===== src/rtl/ypk_pkg.sv =====
package ypk_pkg;
    typedef enum logic [1:0] {
        ST_BYPASS    = 2'd0,
        ST_WAIT_EVEN = 2'd1,
        ST_HOLD_EVEN = 2'd2
    } pk_state_e;
endpackage


===== src/rtl/ypk_msb_align.sv =====
module ypk_msb_align #(
    parameter int COMP_W  = 12,
    parameter int FIELD_W = 16
) (
    input  logic [COMP_W-1:0]  comp_i,
    output logic [FIELD_W-1:0] field_o
);
    localparam int PAD_W = FIELD_W - COMP_W;

    generate
        if (PAD_W == 0) begin : g_full
            assign field_o = comp_i;
        end else begin : g_pad
            // left-justify, zero fill below
            assign field_o = {comp_i, {PAD_W{1'b0}}};
        end
    endgenerate
endmodule


===== src/rtl/ypk_line_parity.sv =====
module ypk_line_parity (
    input  logic clk,
    input  logic rst_n,
    input  logic de_i,
    input  logic vsync_i,
    output logic frame_start_o,
    output logic line_odd_o
);
    logic de_q;
    logic vs_q;
    logic de_fall;

    assign frame_start_o = vsync_i && !vs_q;
    assign de_fall       = de_q && !de_i;

    always_ff @(posedge clk) begin
        if (!rst_n) begin
            de_q       <= 1'b0;
            vs_q       <= 1'b0;
            line_odd_o <= 1'b0;
        end else begin
            de_q <= de_i;
            vs_q <= vsync_i;
            if (frame_start_o)
                line_odd_o <= 1'b0;       // frame start wins over a coincident line end
            else if (de_fall)
                line_odd_o <= ~line_odd_o;
        end
    end

    a_r6_even_after_vsync: assert property (@(posedge clk) disable iff (!rst_n)
        frame_start_o |=> !line_odd_o);

    a_r6_toggle_on_de_fall: assert property (@(posedge clk) disable iff (!rst_n)
        (de_fall && !frame_start_o) |=> (line_odd_o != $past(line_odd_o)));

    a_r6_steady_otherwise: assert property (@(posedge clk) disable iff (!rst_n)
        (!de_fall && !frame_start_o) |=> $stable(line_odd_o));
endmodule


===== src/rtl/ypk_pair_fsm.sv =====
module ypk_pair_fsm
    import ypk_pkg::*;
#(
    parameter int FIELD_W = 16
) (
    input  logic                   clk,
    input  logic                   rst_n,
    input  logic                   frame_start_i,
    input  logic                   mode_420_i,
    input  logic                   line_odd_i,
    input  logic                   de_i,
    input  logic                   hsync_i,
    input  logic                   vsync_i,
    input  logic [FIELD_W-1:0]     y_i,
    input  logic [FIELD_W-1:0]     c_i,
    output logic [3*FIELD_W-1:0]   word_o,
    output logic                   valid_o,
    output logic                   hsync_o,
    output logic                   vsync_o
);
    localparam int WORD_W = 3 * FIELD_W;
    localparam logic [FIELD_W-1:0] ZERO_F = '0;

    pk_state_e state_q, state_d;
    logic [FIELD_W-1:0] y_hold;
    logic [FIELD_W-1:0] c_hold;

    // state register
    always_ff @(posedge clk) begin
        if (!rst_n) state_q <= ST_BYPASS;
        else        state_q <= state_d;
    end

    // next state: frame-select, pair-open, pair-close
    always_comb begin
        state_d = state_q;
        if (frame_start_i) begin
            state_d = mode_420_i ? ST_WAIT_EVEN : ST_BYPASS;
        end else begin
            unique case (state_q)
                ST_BYPASS:    state_d = ST_BYPASS;
                ST_WAIT_EVEN: if (de_i) state_d = ST_HOLD_EVEN;
                ST_HOLD_EVEN: state_d = ST_WAIT_EVEN;
                default:      state_d = ST_BYPASS;
            endcase
        end
    end

    // outputs and pixel hold
    always_ff @(posedge clk) begin
        if (!rst_n) begin
            word_o  <= '0;
            valid_o <= 1'b0;
            hsync_o <= 1'b0;
            vsync_o <= 1'b0;
            y_hold  <= '0;
            c_hold  <= '0;
        end else begin
            hsync_o <= hsync_i;
            vsync_o <= vsync_i;
            unique case (state_q)
                ST_BYPASS: begin
                    valid_o <= de_i;
                    word_o  <= {ZERO_F, y_i, c_i};
                end
                ST_WAIT_EVEN: begin
                    valid_o <= 1'b0;
                    if (de_i) begin
                        y_hold <= y_i;
                        c_hold <= c_i;
                    end
                end
                ST_HOLD_EVEN: begin
                    valid_o <= 1'b1;
                    if (de_i)
                        word_o <= {y_i, y_hold, line_odd_i ? c_i : c_hold};
                    else
                        word_o <= {ZERO_F, y_hold, line_odd_i ? ZERO_F : c_hold};
                end
                default: valid_o <= 1'b0;
            endcase
        end
    end

    a_r4_no_back_to_back: assert property (@(posedge clk) disable iff (!rst_n)
        (valid_o && state_q == ST_WAIT_EVEN) |=> !valid_o);

    a_r2_bypass_sticks: assert property (@(posedge clk) disable iff (!rst_n)
        (!frame_start_i && state_q == ST_BYPASS) |=> (state_q == ST_BYPASS));

    a_r2_packing_sticks: assert property (@(posedge clk) disable iff (!rst_n)
        (!frame_start_i && state_q != ST_BYPASS) |=> (state_q != ST_BYPASS));

    a_r3_bypass_top_zero: assert property (@(posedge clk) disable iff (!rst_n)
        (state_q == ST_BYPASS) |=> (word_o[WORD_W-1 -: FIELD_W] == ZERO_F));

    a_r7_flush_word: assert property (@(posedge clk) disable iff (!rst_n)
        (state_q == ST_HOLD_EVEN && !de_i) |=> (valid_o && word_o[WORD_W-1 -: FIELD_W] == ZERO_F));
endmodule


===== src/rtl/ycc420_pair_packer.sv =====
module ycc420_pair_packer #(
    parameter int COMP_W  = 12,
    parameter int FIELD_W = 16
) (
    input  logic                  clk,
    input  logic                  rst_n,
    input  logic                  mode_420,
    input  logic                  in_de,
    input  logic                  in_hsync,
    input  logic                  in_vsync,
    input  logic [COMP_W-1:0]     in_y,
    input  logic [COMP_W-1:0]     in_c,
    output logic [3*FIELD_W-1:0]  out_word,
    output logic                  out_valid,
    output logic                  out_de,
    output logic                  out_hsync,
    output logic                  out_vsync
);
    logic [FIELD_W-1:0] y_field;
    logic [FIELD_W-1:0] c_field;
    logic               frame_start;
    logic               line_odd;

    ypk_msb_align #(.COMP_W(COMP_W), .FIELD_W(FIELD_W)) u_align_y (
        .comp_i (in_y),
        .field_o(y_field)
    );

    ypk_msb_align #(.COMP_W(COMP_W), .FIELD_W(FIELD_W)) u_align_c (
        .comp_i (in_c),
        .field_o(c_field)
    );

    ypk_line_parity u_parity (
        .clk          (clk),
        .rst_n        (rst_n),
        .de_i         (in_de),
        .vsync_i      (in_vsync),
        .frame_start_o(frame_start),
        .line_odd_o   (line_odd)
    );

    ypk_pair_fsm #(.FIELD_W(FIELD_W)) u_fsm (
        .clk          (clk),
        .rst_n        (rst_n),
        .frame_start_i(frame_start),
        .mode_420_i   (mode_420),
        .line_odd_i   (line_odd),
        .de_i         (in_de),
        .hsync_i      (in_hsync),
        .vsync_i      (in_vsync),
        .y_i          (y_field),
        .c_i          (c_field),
        .word_o       (out_word),
        .valid_o      (out_valid),
        .hsync_o      (out_hsync),
        .vsync_o      (out_vsync)
    );

    assign out_de = out_valid;
endmodule


===== config.mk =====
export PLATFORM = sky130hd
export DESIGN_NAME = ycc420_pair_packer
export DESIGN_NICKNAME = d
export VERILOG_FILES = /design/src/rtl/ypk_pkg.sv /design/src/rtl/ypk_msb_align.sv /design/src/rtl/ypk_line_parity.sv /design/src/rtl/ypk_pair_fsm.sv /design/src/rtl/ycc420_pair_packer.sv
export SDC_FILE = /design/constraint.sdc
export NUM_CORES = 1
export LEC_CHECK = 0
export ABC_AREA = 1
export BUFFER_PORTS_ARGS = -buffer_cell sky130_fd_sc_hd__buf_2
export CAP_MARGIN = 10
export CORE_MARGIN = 5
export CORE_UTILIZATION = 52
export DETAILED_ROUTE_END_ITERATION = 10
export PLACE_DENSITY_LB_ADDON = 0.3
export SLEW_MARGIN = 20
export SYNTH_ARGS = -nofsm -noshare
export SYNTH_HDL_FRONTEND = slang
export SYNTH_SLANG_ARGS = --single-unit

===== constraint.sdc =====
create_clock -name clk -period 1.55 [get_ports clk]
set_clock_uncertainty 0.15 [all_clocks]
set_input_delay 0.31 -clock clk [delete_from_list [all_inputs] [get_ports clk]]
set_output_delay 0.31 -clock clk [all_outputs]
set_load 0.03 [all_outputs]

# Yosys cells after proc, flatten, opt, wreduce, memory -nomap -nowiden
# Index checks and enable logic that the tools add are counted.
[totals] ramBits=0 rom_bits=0 memories=0 latch_bits=0 register_bits=79
[classes] mux=9 n_shift=0 reduce_logical=8 n_mul=0 n_div=0 n_eq_ne=3 add_sub_neg=0 order_cmp=0 n_bitwise=2
[ops] op="$pmux 48 s2" count=1
[ops] op="$mux 48" count=1
[ops] op="$mux 16" count=2
[ops] op="$mux 2" count=2
[ops] op="$pmux 2 s2" count=1
[ops] op="$ne 3x3->1 const B" count=1
[ops] op="$eq 2x1->1 const B" count=1
[ops] op="$eq 2x2->1 const B" count=1
[ops] op="$logic_and 1x1->1" count=2
[ops] op="$logic_not 1->1" count=2
[ops] op="$logic_not 2->1" count=1
[ops] op="$not 1->1" count=2
[ops] op="$pmux 1 s2" count=1
[ops] op="$reduce_and 2->1" count=1
[ops] op="$reduce_bool 2->1" count=1
[ops] op="$reduce_or 2->1" count=1
[ops] op="$mux 1" count=1

# Longest topological paths before layout
[depth] word_depth=3 ltp_mapped=7 mapped_depth_nobuf=5

# Hierarchy
# A second synthesis with hierarchy kept.
[hier_totals] hier_cells=521 hier_area_um2=3888.7
[by_module_without_submodules] mod="ypk_pair_fsm" n_inst=1 area_each_um2=3515.9 cells_each=469
[by_module_without_submodules] mod="ypk_msb_align" n_inst=2 area_each_um2=123.9 cells_each=17
[by_module_without_submodules] mod="ypk_line_parity" n_inst=1 area_each_um2=117.6 cells_each=17
[by_module_without_submodules] mod="ycc420_pair_packer" n_inst=1 area_each_um2=7.5 cells_each=1

# Worst setup path before layout
# OpenSTA, ideal clock, no wires.
[synth_timing] path_kind="register -> register" startpoint="register u_fsm.state_q[1]" endpoint="register u_fsm.y_hold[11]" stages_incl_launch_ff=7 t_arrival_ns=0.879 required_time_ns=1.268 path_slack_ns=0.388 setup_time_ns=0.132 path_cell_list="dfxtp_1 > buf_6 > inv_4 > nand3_4 > buf_4 > nand2_1 > a21oi_1"
[synth_via] elab_chain_cells=2
[synth_lines] item="start, declared" line_no="ypk_pair_fsm.sv:24" rtl="pk_state_e state_q, state_d;"
[synth_lines] item="start signal, assigned" line_no="ypk_pair_fsm.sv:31" rtl="else state_q <= state_d;"
[synth_lines] item="$eq 2x1->1" line_no="ypk_pair_fsm.sv:61" rtl="unique case (state_q)"
[synth_lines] item="$reduce_and 2->1 (no source line)"
[synth_lines] item="end signal, assigned" line_no="ypk_pair_fsm.sv:69" rtl="y_hold <= y_i;"
[synth_lines] item="end, declared" line_no="ypk_pair_fsm.sv:25" rtl="logic [FIELD_W-1:0] y_hold;"
# No other way between the ends.
# A chain may end at the register's enable or synchronous reset.

# Worst setup path after layout
[layout_timing] startpoint="register u_fsm.state_q[1]" endpoint="register u_fsm.word_o[38]"
[layout_via] elab_chain_cells=2 elab_cells_between_ends=4 cone_classes="1 x eq/ne; 1 x mux; 2 x reduce/logical"
[layout_lines] item="$eq 2x2->1 or $logic_not 2->1 (tied branches)" line_no="ypk_pair_fsm.sv:61"
[layout_lines] item="$pmux 48 s2 or $reduce_bool 2->1 (tied branches)"
[layout_lines] item="end signal, assigned" line_no="ypk_pair_fsm.sv:64" rtl="word_o <= {ZERO_F, y_i, c_i};"
[layout_lines] item="end signal, assigned" line_no="ypk_pair_fsm.sv:76" rtl="word_o <= {y_i, y_hold, line_odd_i ? c_i : c_hold};"
[layout_lines] item="end signal, assigned" line_no="ypk_pair_fsm.sv:78" rtl="word_o <= {ZERO_F, y_hold, line_odd_i ? ZERO_F : c_hold};"
[layout_lines] item="end, declared" line_no="ypk_pair_fsm.sv:16" rtl="output logic [3*FIELD_W-1:0] word_o,"
# Several ways; a longest one is shown, not always the timed one.

==> impl_metrics.toml <==
[yosys]
synth_top_family_by_area = "simple AND/OR/NAND/NOR gates"
synth-compound-area-share_pct = 10.9
synth_xor_area_share_pct = 0
synth_top_cell_by_area = "dfxtp_1"
seq_area_frac_synth_pct = 45.3
yosysWarnings = 0
synthTopCellsByArea = "dfxtp_1, nand2_1, a21oi_1, nand4_1, nand3_1"
synth_fa_ha_area_share_pct = 0
synth-seq-cells = 67
syn_area_sq_um = 2960
synth_mux_area_share_pct = 0
syn_area_per_cell_sq_um = 7.70
yosys.cell_types.count = 23
synthSimpleGateAreaFrac_pct = 30.2
yosys.area.top_type_share_pct = 45.3
synthesis.instances = 384

[sta]
rsz0062_at_grt = "no"
slew_violations = 0
finalHoldViolations = 0
finalCriticalPeriod_ns = 1.44
fin_setup_tns_ns = 0
finalSetupViolations = 0
fin_crit_sh_pct = 93.1
max_clock_freq_ghz = 0.693
setup_slack_ns = 0.107

[global_route]
grt_remaining_overflow = 0
grt_pass1_vias = 2627
grt_use_total_pct = 20.8
grt_pass1_wl_microns = 12200
grt_max_degree = 26
grt_antenna_before_repair = 0

[final_layout]
areaGrowthSynthToFinish_pct = 17.8
final_common_cell = "nand2_1"
drive_gt1_share_pct = 26.5
final_cell_mix = "nand2_1, buf_2, dfxtp_1"
fin_nets = 477
antenna_cells = 0

[clock_tree]
cts_root_buffer = "clkbuf_8"
clk_latency_ns = 0.35
clock_sinks = 67
cts_tree = "built"
clkTransAtPathRegs_ns = 0.08
h-tree-depth = 3
cts_repair_resize_count = 0
cts_buffers = 9
cts_buffer_depth = 2

[worst_setup_path]
criticalPathCategory = "flip-flop to flip-flop"
worst-path-max-fanout = 13
required_ns = 1.67
r2r-start = "u_fsm.state_q[1]$_SDFFE_PN0P_"
worst_path_max_delay_cell = "dfxtp_1"
path_cells = "inv_4, nor2_4, nand3_1, a21oi_1"
cp-startpoint = "u_fsm.state_q[1]$_SDFFE_PN0P_"
rrSetupSlack_ns = 0.11
crit_path_end_kind = "flip-flop"
start_kind = "flip-flop"
max_stage_delay_ns = 0.49
critPathArrivalTime_ns = 1.56

[power]
p_total_mw = 4.03
vdd_drop_max_v = 0.000717
p_per_area_nw_per_um2 = 1160
p_leak_nw = 1.60

[detailed_routing]
wl_met3_microns = 592
maxUsedRoutingLayer = "met4"
vias = 2838
drt_iter0_drc = 168
wl_met1_microns = 3250
routedWlPerCell_microns = 14.5
wirelength_microns = 7600
firstDrtPassIters = 5
drc = 0
viasPerCell = 5.42
ant_nets = 0
wl_met2_microns = 3640

[hold_path]
hp-start = "in_hsync"
worstHoldPathType = "input port to flip-flop"

[die]
start_util_pct = 53.7
dieArea_sq_um = 7300
rows = 27
pin_count = 82
fp.dieH_microns = 85.4
die_x_microns = 85.4
core_area_sq_um = 5510

[placement]
hpwlAfterDp_microns = 5170
place_ws_ns = 0.151
portBuffers = 69
routabilityCongestion = 0.839

[status]
outcome = "completed"

[run]
max_cap_violations = 0
==> critical path, delay by kind of cell, from the launching register on <==
kind / cells / cell delay (ns)
flops: 1 / 0.49
simple gates: 2 / 0.40
buf+inv: 1 / 0.16
compound gates: 1 / 0.16
==> power breakdown <==
group / switching [mW] / internal (mW) / leakage [nW] / total (mW)
logic: 0.400 / 0.180 / 0.949 / 0.580
clock network: 0.692 / 0.909 / 0.106 / 1.60
registers: 0.0496 / 1.80 / 0.549 / 1.85
==> flip-flops by register name, summed over array words and instances, names as in the netlist <==
| name | cells |
|---|---|
| u_fsm.c_hold | 12 |
| u_fsm.hsync_o | 1 |
| u_fsm.state_q | 2 |
| u_fsm.valid_o | 1 |
| u_fsm.word_o | 36 |
| u_fsm.y_hold | 12 |
| u_parity.de_q | 1 |
| u_parity.line_odd_o | 1 |
| u_parity.vs_q | 1 |
==> final cells by class <==
type / count / area (sq um)
fillers: 505 / 2020
well taps: 72 / 90.1
inverters: 22 / 85.1
flip-flops and latches: 67 / 1340
clock inverters: 6 / 90.1
multi-input cells: 261 / 1260
repair buffers: 86 / 488
clock buffers: 10 / 128
==> cells by family after synthesis <==
| group | Yosys count |
|---|---|
| flops | 67 |
| compound gates | 64 |
| other cells | 1 |
| buf+inv | 67 |
| simple gates | 185 |
==> layer usage <==
layer | track usage [%] | up-vias
met5 | 0 | -
met4 | 8.35 | 0
met3 | 4.66 | 11
met2 | 34.5 | 108
met1 | 26.0 | 1329
li1 | - | 1390
==> final timing paths <==
kind / cells after the start / end
hold reg to reg: 2 / u_fsm.word_o[46]$_SDFFE_PN0P_
hold / removal: 3 / u_fsm.hsync_o$_SDFF_PN0_
setup / recovery: 4 / u_fsm.word_o[38]$_SDFFE_PN0P_
setup reg to reg: 4 / u_fsm.word_o[38]$_SDFFE_PN0P_
==> through the flow <==
step	area, sq um	cells	hold WS, ns	util, %
after floorplan	3000	395	0.253	-
after global placement	3260	507	0.298	59.1
after detailed placement	3260	507	0.304	59.1
after CTS	3480	524	0.0116	63.3
after global routing	3480	524	0.0451	63.3
final	3480	524	0.0184	63.3
==> Yosys cell counts <==
| master | n |
|---|---|
| nand2_1 | 94 |
| dfxtp_1 | 67 |
| a21oi_1 | 50 |
| nand3_1 | 38 |
| nand4_1 | 36 |
| buf_4 | 24 |
| inv_1 | 19 |
| o21ai_0 | 13 |
| or2_2 | 12 |
| buf_2 | 10 |
| buf_6 | 5 |
| clkbuf_1 | 4 |
| inv_2 | 2 |
| a211oi_1 | 1 |
| buf_1 | 1 |
| clkbuf_4 | 1 |
| conb_1 | 1 |
| inv_4 | 1 |
| nand3_2 | 1 |
| nand3_4 | 1 |
| nor2_1 | 1 |
| nor2_2 | 1 |
| nor2_4 | 1 |
==> repair_timing <==
| item | CTS | global route |
|---|---|---|
| buffers inserted | 0 | 0 |
| hold buffers | 1 | 0 |
| hold endpoints to repair | 1 | 0 |
Power figures use the tool's default switching activity.
